--- config.mk ---
export PLATFORM = sky130hd
export DESIGN_NAME = cpwm_timer
export DESIGN_NICKNAME = d
export VERILOG_FILES = /design/src/rtl/cpwm_pkg.sv /design/src/rtl/cpwm_rst_sync.sv /design/src/rtl/cpwm_prescale.sv /design/src/rtl/cpwm_regfile.sv /design/src/rtl/cpwm_counter.sv /design/src/rtl/cpwm_outstage.sv /design/src/rtl/cpwm_timer.sv
export SDC_FILE = /design/constraint.sdc
export NUM_CORES = 1
export LEC_CHECK = 0
export ABC_AREA = 0
export BUFFER_PORTS_ARGS = -buffer_cell sky130_fd_sc_hd__buf_2
export CORE_MARGIN = 4
export CORE_UTILIZATION = 56
export DETAILED_ROUTE_END_ITERATION = 16
export GPL_ROUTABILITY_DRIVEN = 0
export PLACE_DENSITY = 0.83
export SETUP_SLACK_MARGIN = 0.05
export SYNTH_ARGS = -nofsm -noshare
export SYNTH_HDL_FRONTEND = slang
export SYNTH_SLANG_ARGS = --single-unit
export TNS_END_PERCENT = 30
--- constraint.sdc ---
create_clock -name clk -period 1.9 [get_ports clk]
set_clock_uncertainty 0.1 [all_clocks]
set_input_delay 0.38 -clock clk [delete_from_list [all_inputs] [get_ports clk]]
set_output_delay 0.38 -clock clk [all_outputs]
set_load 0.01 [all_outputs]
--- src/rtl/cpwm_pkg.sv ---
package cpwm_pkg;
  localparam int CPWM_CNT_W = 10;
  localparam int CPWM_BUS_W = 8;

  typedef enum logic [1:0] {
    REG_HIBUF  = 2'd0,
    REG_DUTY   = 2'd1,
    REG_PERIOD = 2'd2,
    REG_COUNT  = 2'd3
  } cpwm_reg_e;
endpackage

--- src/rtl/cpwm_rst_sync.sv ---
module cpwm_rst_sync #(
  parameter int STAGES = 2
) (
  input  logic clk,
  input  logic rst_n,
  output logic rst_sync_n
);
  logic [STAGES-1:0] sync_q;
  logic [STAGES-1:0] sync_d;

  always_comb begin
    sync_d = {sync_q[STAGES-2:0], 1'b1};
  end

  always_ff @(posedge clk or negedge rst_n) begin
    if (!rst_n) sync_q <= '0;
    else        sync_q <= sync_d;
  end

  assign rst_sync_n = sync_q[STAGES-1];
endmodule

--- src/rtl/cpwm_prescale.sv ---
module cpwm_prescale (
  input  logic clk,
  input  logic rst_n,
  input  logic div2_sel,
  output logic tick
);
  logic phase_q;
  logic phase_d;

  always_comb begin
    phase_d = div2_sel ? ~phase_q : 1'b0;
    tick    = ~div2_sel | phase_q;
  end

  always_ff @(posedge clk or negedge rst_n) begin
    if (!rst_n) phase_q <= 1'b0;
    else        phase_q <= phase_d;
  end

  // in divide-by-2 mode a tick is never followed by another tick
  p_div2_alternate_r2: assert property (@(posedge clk) disable iff (!rst_n)
    (div2_sel && tick) |=> (!div2_sel || !tick));
  // undivided mode ticks every clock
  p_div1_every_r2: assert property (@(posedge clk) disable iff (!rst_n)
    !div2_sel |-> tick);
endmodule

--- src/rtl/cpwm_regfile.sv ---
module cpwm_regfile
  import cpwm_pkg::*;
#(
  parameter int CNT_W = CPWM_CNT_W,
  parameter int BUS_W = CPWM_BUS_W
) (
  input  logic             clk,
  input  logic             rst_n,
  input  logic [1:0]       addr,
  input  logic             wr_en,
  input  logic             rd_en,
  input  logic [BUS_W-1:0] wdata,
  input  logic [CNT_W-1:0] cnt_val,
  output logic [BUS_W-1:0] rdata,
  output logic [CNT_W-1:0] duty_buf,
  output logic [CNT_W-1:0] period
);
  localparam int HI_W = CNT_W - BUS_W;

  cpwm_reg_e  sel;
  logic [HI_W-1:0]  hibuf_q, hibuf_d;
  logic [CNT_W-1:0] duty_q, duty_d;
  logic [CNT_W-1:0] period_q, period_d;

  assign sel = cpwm_reg_e'(addr);

  // next-state: wide values load on their low-byte write, top bits from hibuf
  always_comb begin
    hibuf_d  = hibuf_q;
    duty_d   = duty_q;
    period_d = period_q;
    if (wr_en) begin
      case (sel)
        REG_HIBUF:  hibuf_d  = wdata[HI_W-1:0];
        REG_DUTY:   duty_d   = {hibuf_q, wdata};
        REG_PERIOD: period_d = {hibuf_q, wdata};
        default:    ;
      endcase
    end else if (rd_en) begin
      case (sel)
        REG_DUTY:   hibuf_d = duty_q[CNT_W-1:BUS_W];
        REG_PERIOD: hibuf_d = period_q[CNT_W-1:BUS_W];
        REG_COUNT:  hibuf_d = cnt_val[CNT_W-1:BUS_W];
        default:    ;
      endcase
    end
  end

  // read multiplexer: low bytes, holding register zero-extended
  always_comb begin
    rdata = '0;
    if (rd_en) begin
      case (sel)
        REG_HIBUF:  rdata[HI_W-1:0] = hibuf_q;
        REG_DUTY:   rdata = duty_q[BUS_W-1:0];
        REG_PERIOD: rdata = period_q[BUS_W-1:0];
        REG_COUNT:  rdata = cnt_val[BUS_W-1:0];
        default:    rdata = '0;
      endcase
    end
  end

  always_ff @(posedge clk or negedge rst_n) begin
    if (!rst_n) begin
      hibuf_q  <= '0;
      duty_q   <= '0;
      period_q <= '1;
    end else begin
      hibuf_q  <= hibuf_d;
      duty_q   <= duty_d;
      period_q <= period_d;
    end
  end

  assign duty_buf = duty_q;
  assign period   = period_q;

  // low-byte write merges the earlier holding bits with the bus byte
  p_duty_load_r3: assert property (@(posedge clk) disable iff (!rst_n)
    (wr_en && addr == 2'd1) |=> duty_q == {$past(hibuf_q), $past(wdata)});
  p_period_load_r3: assert property (@(posedge clk) disable iff (!rst_n)
    (wr_en && addr == 2'd2) |=> period_q == {$past(hibuf_q), $past(wdata)});
  // a holding-register write alone touches neither wide value
  p_hibuf_only_r3: assert property (@(posedge clk) disable iff (!rst_n)
    (wr_en && addr == 2'd0) |=> ($stable(duty_q) && $stable(period_q)));
  // low-byte read of duty copies its top bits into the holding register
  p_duty_copy_r4: assert property (@(posedge clk) disable iff (!rst_n)
    (rd_en && !wr_en && addr == 2'd1) |=> hibuf_q == $past(duty_q[CNT_W-1:BUS_W]));
  // nothing on the read bus without a read strobe
  p_rdata_idle_r9: assert property (@(posedge clk) disable iff (!rst_n)
    !rd_en |-> rdata == '0);
endmodule

--- src/rtl/cpwm_counter.sv ---
module cpwm_counter
  import cpwm_pkg::*;
#(
  parameter int CNT_W = CPWM_CNT_W
) (
  input  logic             clk,
  input  logic             rst_n,
  input  logic             tick,
  input  logic [CNT_W-1:0] period,
  input  logic [CNT_W-1:0] duty_buf,
  output logic [CNT_W-1:0] cnt,
  output logic [CNT_W-1:0] duty_act
);
  logic [CNT_W-1:0] cnt_q, cnt_d;
  logic [CNT_W-1:0] act_q, act_d;
  logic             at_top;

  // next-state: wrap at or above the ceiling, adopt buffered duty on wrap
  always_comb begin
    at_top = (cnt_q >= period);
    cnt_d  = cnt_q;
    act_d  = act_q;
    if (tick) begin
      if (at_top) begin
        cnt_d = '0;
        act_d = duty_buf;
      end else begin
        cnt_d = cnt_q + 1'b1;
      end
    end
  end

  always_ff @(posedge clk or negedge rst_n) begin
    if (!rst_n) begin
      cnt_q <= '0;
      act_q <= '0;
    end else begin
      cnt_q <= cnt_d;
      act_q <= act_d;
    end
  end

  assign cnt      = cnt_q;
  assign duty_act = act_q;

  // increment below the ceiling, wrap to zero at it
  p_count_up_r1: assert property (@(posedge clk) disable iff (!rst_n)
    (tick && cnt_q < period) |=> cnt_q == $past(cnt_q) + 1'b1);
  p_wrap_r1: assert property (@(posedge clk) disable iff (!rst_n)
    (tick && cnt_q >= period) |=> cnt_q == '0);
  // no tick, no movement
  p_hold_r2: assert property (@(posedge clk) disable iff (!rst_n)
    !tick |=> $stable(cnt_q));
  // active duty changes only on a wrap
  p_duty_on_wrap_r6: assert property (@(posedge clk) disable iff (!rst_n)
    !(tick && cnt_q >= period) |=> $stable(act_q));
endmodule

--- src/rtl/cpwm_outstage.sv ---
module cpwm_outstage
  import cpwm_pkg::*;
#(
  parameter int CNT_W = CPWM_CNT_W
) (
  input  logic             clk,
  input  logic             rst_n,
  input  logic [CNT_W-1:0] cnt,
  input  logic [CNT_W-1:0] duty_act,
  output logic             pwm_out,
  output logic             pwm_out_n
);
  logic hi_d;
  logic pos_q, neg_q;

  always_comb begin
    hi_d = (cnt < duty_act);
  end

  always_ff @(posedge clk or negedge rst_n) begin
    if (!rst_n) begin
      pos_q <= 1'b0;
      neg_q <= 1'b1;
    end else begin
      pos_q <= hi_d;
      neg_q <= ~hi_d;
    end
  end

  assign pwm_out   = pos_q;
  assign pwm_out_n = neg_q;

  // output follows the comparison one clock later
  p_high_below_r5: assert property (@(posedge clk) disable iff (!rst_n)
    (cnt < duty_act) |=> pwm_out);
  p_low_at_or_above_r5: assert property (@(posedge clk) disable iff (!rst_n)
    (cnt >= duty_act) |=> !pwm_out);
  // the two separately registered pins never agree
  p_complementary_r7: assert property (@(posedge clk) disable iff (!rst_n)
    pwm_out != pwm_out_n);
endmodule

--- src/rtl/cpwm_timer.sv ---
module cpwm_timer
  import cpwm_pkg::*;
#(
  parameter int CNT_W = CPWM_CNT_W,
  parameter int BUS_W = CPWM_BUS_W
) (
  input  logic             clk,
  input  logic             rst_n,
  input  logic             div2_sel,
  input  logic [1:0]       addr,
  input  logic             wr_en,
  input  logic             rd_en,
  input  logic [BUS_W-1:0] wdata,
  output logic [BUS_W-1:0] rdata,
  output logic             pwm_out,
  output logic             pwm_out_n
);
  logic             rst_core_n;
  logic             tick;
  logic [CNT_W-1:0] cnt;
  logic [CNT_W-1:0] duty_buf;
  logic [CNT_W-1:0] duty_act;
  logic [CNT_W-1:0] period;

  cpwm_rst_sync #(.STAGES(2)) u_rst (
    .clk(clk), .rst_n(rst_n), .rst_sync_n(rst_core_n)
  );

  cpwm_prescale u_pre (
    .clk(clk), .rst_n(rst_core_n), .div2_sel(div2_sel), .tick(tick)
  );

  cpwm_regfile #(.CNT_W(CNT_W), .BUS_W(BUS_W)) u_regs (
    .clk(clk), .rst_n(rst_core_n), .addr(addr), .wr_en(wr_en),
    .rd_en(rd_en), .wdata(wdata), .cnt_val(cnt), .rdata(rdata),
    .duty_buf(duty_buf), .period(period)
  );

  cpwm_counter #(.CNT_W(CNT_W)) u_cnt (
    .clk(clk), .rst_n(rst_core_n), .tick(tick), .period(period),
    .duty_buf(duty_buf), .cnt(cnt), .duty_act(duty_act)
  );

  cpwm_outstage #(.CNT_W(CNT_W)) u_out (
    .clk(clk), .rst_n(rst_core_n), .cnt(cnt), .duty_act(duty_act),
    .pwm_out(pwm_out), .pwm_out_n(pwm_out_n)
  );

  // ceiling comes out of reset at its maximum
  p_reset_top_r8: assert property (@(posedge clk)
    (!rst_core_n) |=> (!rst_core_n || period == '1));
endmodule

==> results.toml, run 1 <==
[power_and_ir_drop]
pwr-share-comb = 0.514
p_switching_uw = 1760
internal-power_uw = 2950
power_per_cell_area_nw_per_um2 = 1370
power_switching_share = 0.374
power_uw = 4710
vdd_drop_max_mv = 0.928
p_seq_frac = 0.330
pwr-share-clk = 0.156
p_leak_uw = 0.00152

[finish]
syn_to_final_growth_pct = 26.9
diodes = 0
fin_nets = 336
final_cells = 356
drive_gt1_frac = 0.467

[timing]
relSlewSlack = 0.625
period_share = 1.16
finalSetupViolCount = 24
layout_setup_ws_ns = -0.298
rsz0062_at_grt = "true"
hold_violations = 0
finalSetupTns_ns = -5.35
finalMaxSlewViolations = 0
final.min_clock_period_ns = 2.20
tightest_slew_ns = 0.563
hold_ws_ns = 0.230
fmax_ghz = 0.455

[floorplanning]
die_area_um2 = 6000
core-area_um2 = 4690
rows = 25
start_util = 0.576
io_pins = 25
die_h_um = 77.5
fp.dieW_um = 77.5

[route]
first_pass_iters = 4
wl_um = 6890
drc = 0
avgRoutedWirePerCell_um = 19.3
postRouteAntennaNets = 0
drt_iter0_markers = 205
vias = 2166
via_per_inst = 6.08

[status]
violations = "setup timing"
status = "finished with violations"

[logic_synthesis]
synth_top_area_frac = 0.333
synth_ff_type = "dfrtp_1"
synth-edff-count = 0
synth_area_leaders = "dfrtp_1, mux2_2, dfstp_2, ha_1, inv_1"
syn_area_per_cell_um2 = 10.8
ys_warn_count = 0
synth_mux_area_frac = 0.157
synthSimpleGateAreaFrac = 0.124
synth_top_family_by_area = "multiplexers"
syn_area_um2 = 2700
yosys.area_share.xor_xnor = 0
ys_ff_latch = 47
post-synth-top-count-cell = "dfrtp_1"
synth_compound_area_frac = 0.133
synth.net_count = 285
synth_area_leader_cell = "dfrtp_1"
synthTopCellsByCount = "dfrtp_1, mux2_2, inv_1, ha_1, nand2_1"
ys_types = 38
synthArstFlopShare = 1.00
synth_fa_ha_area_frac = 0.0926
netlist_instances = 250
yosysSeqAreaShare = 0.440

[critical_path]
crit_type = "flip-flop to flip-flop"
cp_slowest_cell = "dfstp_2"
start_kind = "flip-flop"
cp_num_buf_inv = 3
cpPeakStageDelay_ns = 0.57
path_cells = "inv_1 > ha_1 > a21o_1 > a211oi_4 > buf_6 > buf_6 > nand4_1 > o311ai_4"
endpoint_kind = "flip-flop"
crit_fanout = 6
crit_family = "compound AO/OA/AOI/OAI gates"
cpMostUsedCell = "buf_6"
reg2reg_depth = 8
r2r_slack_ns = -0.30
worstPathRequired_ns = 2.00
worstPathArrival_ns = 2.30
cp.depth = 8

[clocking]
clk_pin_slew_worst_paths_ns = 0.09
clockBufferDepth = 2
cts_buffers = 5
cts_tree = "done"
cts-root-buf = "clkbuf_8"
htree_levels = 2
insertion_delay_ns = 0.30
cts.sinks = 47

[placement]
dpl.cell_count = 344
hpwl_um = 4550
io_buffers = 24

[hold_path]
hold_class = "input pin to flip-flop"
hold_depth = 2

[global_routing]
grt_pass1_vias = 2157
grt_usage = 0.235
grt_max_degree = 46
antenna_found_initial = 0
grt_overflow = 0
grt_pass1_wl_um = 11000

[flow_run]
maxCapViolCount = 0
[final timing paths]
kind,endpoint,startpoint
max in group asynchronous,u_regs.period[4]$_DFFE_PN1P_,u_rst.sync_q[1]$_DFF_PN0_
min,u_regs.duty_buf[5]$_DFFE_PN0P_,wdata[5]
min in group asynchronous,u_regs.hibuf_q[0]$_DFFE_PN0P_,u_rst.sync_q[1]$_DFF_PN0_
max reg2reg,u_cnt.cnt[6]$_DFFE_PN0N_,u_regs.period[1]$_DFFE_PN1P_
max,u_cnt.cnt[6]$_DFFE_PN0N_,u_regs.period[1]$_DFFE_PN1P_
min reg2reg,u_regs.hibuf_q[0]$_DFFE_PN0P_,u_rst.sync_q[1]$_DFF_PN0_
[power groups by stage]
stage,Combinational [µW],Clock (µW),Sequential [µW]
finish,2420,733,1560
global route,2630,790,1590
CTS,2080,743,1530
detailed placement,1870,0,1530
global placement,1780,0,1520
floorplan,1220,0,1560
[placed cells by master (no fill, tap or decap), drive strengths merged, types with 4 or more instances in the layout]
cell type / Yosys / final
o21ai: 14 / 14
mux2: 32 / 32
nor2: 8 / 8
a211oi: 5 / 5
a21oi: 7 / 7
a22oi: 6 / 6
buf: 4 / 51
nand2: 20 / 20
nand4: 8 / 8
clkbuf: 4 / 5
ha: 20 / 20
nor2b: 7 / 7
dfrtp: 36 / 36
inv: 26 / 26
dfstp: 11 / 11
nand3: 7 / 7
o311ai: 4 / 4
[repair_timing]
action                     CTS  global route
setup endpoints to repair   29            29
hold endpoints to repair     2             0
pin swaps                    9            11
resized for setup           19            29
setup buffers                2             1
hold buffers                 1             0
[flip-flops by register name (all words and copies together) (netlist names)]
name and flops:
u_out.pwm_out_n 1, u_regs.duty_buf 10, u_regs.hibuf_q 2, u_pre.phase_q 1
u_cnt.duty_act 10, u_regs.period 10, u_cnt.cnt 10, u_out.pwm_out 1
u_rst.sync_q 2
[cells by family (layout without fill, tap and decap cells)]
group	count (synthesis)	after routing
AOI/OAI and AO/OA	50	50
adders and majority gates	20	20
buffers and inverters	34	86
DFF	47	47
muxes	36	36
other	1	1
and+or+nand+nor	62	62
[worst register-to-register path, delay by kind of cell, from the launching register on]
family                     cells  cell delay, ns
AOI/OAI and AO/OA              3            0.64
adders and majority gates      1            0.27
buffers and inverters          3            0.34
DFF                            1            0.57
and+or+nand+nor                1            0.16
[metrics by stage]
step                instance area, µm²  utilization  setup WS, ns
CTS                               3280        0.698        -0.248
finish                            3430        0.731        -0.298
global placement                  3070        0.654        -0.224
floorplan                         2730            -        -0.132
detailed placement                3070        0.654        -0.332
global route                      3430        0.731        -0.381
[layer usage]
metal  global-route usage  share of wire  vias to the layer above
met5                    0              0                        -
met4               0.0872          0.037                        0
met3               0.0441          0.054                       27
met2                0.377           0.49                       97
met1                0.319           0.42                     1041
li1                     -              -                     1001
[cell type report]
cell class	instances	area (µm²)
fill	300	1260
multi-input combinational	169	1580
inverter	26	97.6
clock inverter	3	43.8
tap	54	67.6
sequential	47	1190
timing repair buffer	52	384
clock buffer	5	68.8
No activity file was read; power rests on OpenSTA's default activity.
==> run 2, diff against run 1 <==
Settings changed: PLACE_DENSITY 0.83 to 0.76.
==> run 2 against run 1 <==
Effect of this change: the flow still finishes with violations (setup timing); non-clock buffer count rose by 4; clock power rose by 16%; first-iteration DRC count fell by 27%; register-to-register slack improved by 0.04 ns; largest power group unchanged.
==> results.toml, run 2 (same netlist as run 1, synthesis figures left out) <==
[route]
drt_iter0_markers = 150
postRouteAntennaNets = 0
via_per_inst = 5.88
drc = 0
vias = 2115
first_pass_iters = 4
avgRoutedWirePerCell_um = 17.0
wl_um = 6130

[finish]
syn_to_final_growth_pct = 28.7
layout_common_cells = "dfrtp_1, mux2_2, buf_2, buf_4, inv_1"
diodes = 0
fin_nets = 340
seq_area_um2 = 1190
final_common_cell = "dfrtp_1"
drive_gt1_frac = 0.474
multiInputGateArea_um2 = 1580
num-fill-cells = 320
fin_util = 0.741

[timing]
relSlewSlack = 0.627
period_share = 1.14
final.min_clock_period_ns = 2.16
layout_setup_ws_ns = -0.257
finalMaxSlewViolations = 0
finalSetupTns_ns = -4.68
hold_ws_ns = 0.217
finalSetupViolCount = 22
hold_violations = 0
rsz0062_at_grt = "true"
tightest_slew_ns = 0.559
fmax_ghz = 0.464

[floorplanning]
start_util = 0.576
core-area_um2 = 4690
io_pins = 25
fp.dieW_um = 77.5
rows = 25
die_area_um2 = 6000
die_h_um = 77.5

[power_and_ir_drop]
p_leak_uw = 0.00156
vdd_drop_max_mv = 0.855
power_per_cell_area_nw_per_um2 = 1360

[hold_path]
worstHoldStart = "wdata[3]"
hold_class = "input pin to flip-flop"
hold_depth = 2
min_to = "u_regs.duty_buf[3]$_DFFE_PN0P_"

[global_routing]
grt_max_degree = 46
grt_overflow = 0
grt_pass1_wl_um = 10500
antenna_found_initial = 0
grt_pass1_vias = 2171
grt_usage = 0.224

[critical_path]
cpPeakStageDelay_ns = 0.57
crit_fanout = 8
start_kind = "flip-flop"
reg2reg_depth = 7
crit_family = "compound AO/OA/AOI/OAI gates"
path_cells = "ha_4 > nand2b_4 > a21o_1 > a211oi_4 > buf_4 > nand3_4 > o311ai_2"
endpoint_kind = "flip-flop"
r2r_slack_ns = -0.26
worstPathArrival_ns = 2.26
rr_endpoint = "u_cnt.cnt[9]$_DFFE_PN0N_"
worstReg2RegStart = "u_regs.period[0]$_DFFE_PN1P_"
cp_num_buf_inv = 1
crit_type = "flip-flop to flip-flop"
worstPathRequired_ns = 2.00
cp_slowest_cell = "dfstp_2"

[clocking]
insertion_delay_ns = 0.30
cts.sinks = 47
clk_pin_slew_worst_paths_ns = 0.08
cts-root-buf = "clkbuf_8"
cts_tree = "done"
cts_buffers = 5
clockBufferDepth = 2
htree_levels = 2

[status]
status = "finished with violations"
violations = "setup timing"

[placement]
io_buffers = 24
hpwl_um = 4360

[flow_run]
maxCapViolCount = 0
==> run 2: worst max-delay path by stage <==
| stage | startpoint | end | slack, ns | cells after the start |
|---|---|---|---|---|
| after global placement | u_regs.period[3]$_DFFE_PN1P_ | u_cnt.duty_act[8]$_DFFE_PN0P_ | -0.30 | 8 |
| after detailed placement | u_regs.period[5]$_DFFE_PN1P_ | u_cnt.duty_act[0]$_DFFE_PN0P_ | -0.33 | 8 |
| after CTS | u_regs.period[0]$_DFFE_PN1P_ | u_cnt.cnt[9]$_DFFE_PN0N_ | -0.26 | 7 |
| after global routing | u_regs.period[0]$_DFFE_PN1P_ | u_cnt.cnt[8]$_DFFE_PN0N_ | -0.36 | 8 |
| final | u_regs.period[0]$_DFFE_PN1P_ | u_cnt.cnt[9]$_DFFE_PN0N_ | -0.26 | 7 |
| after floorplan | u_regs.period[0]$_DFFE_PN1P_ | u_cnt.cnt[9]$_DFFE_PN0N_ | -0.13 | 7 |
==> run 2: through the flow <==
stage	total power, µW	worst slack (ns)	instances	cell area, µm²
after CTS	4490	-0.257	360	3340
final	4740	-0.257	360	3480
after detailed placement	3420	-0.329	348	3100
after global placement	3350	-0.299	348	3100
after global routing	5090	-0.356	360	3480
after floorplan	2780	-0.132	250	2730
==> run 2: cell type report <==
cell class / instances / area share
Clock inverter: 2 / 0.0173
Timing Repair Buffer: 56 / 0.117
Multi-Input combinational cell: 169 / 0.454
Tap cell: 54 / 0.0194
Sequential cell: 47 / 0.343
Clock buffer: 6 / 0.0209
Inverter: 26 / 0.0281
==> run 2: timing repair <==
item / CTS / global route
resized for setup: 22 / 28
hold endpoints to repair: 2 / 0
hold buffers: 1 / 0
setup buffers: 3 / 0
pin swaps: 9 / 8
endpoints found under the setup margin: 30 / 30
==> run 2: where the power goes <==
part           leakage, µW  switching (µW)  total, µW  internal [µW]
Sequential        0.000556             210       1550           1330
Combinational     0.000936            1110       2350           1240
Clock            0.0000654             323        849            526
==> run 2: per-layer routing <==
metal  track usage  vias to the layer above  routed length (µm)
li1              -                     1011                   -
met1         0.308                     1027                2780
met2         0.349                       65                2900
met3        0.0464                       12                 334
met4        0.0854                        0                 117
met5             0                        -                   0
==> run 2: worst register-to-register path: cells and delay by family, from the launching register on <==
family / cells / cell delay [ns]
fa+ha+maj: 1 / 0.20
compound gates: 3 / 0.71
flops: 1 / 0.57
buf+inv: 1 / 0.21
simple gates: 2 / 0.27
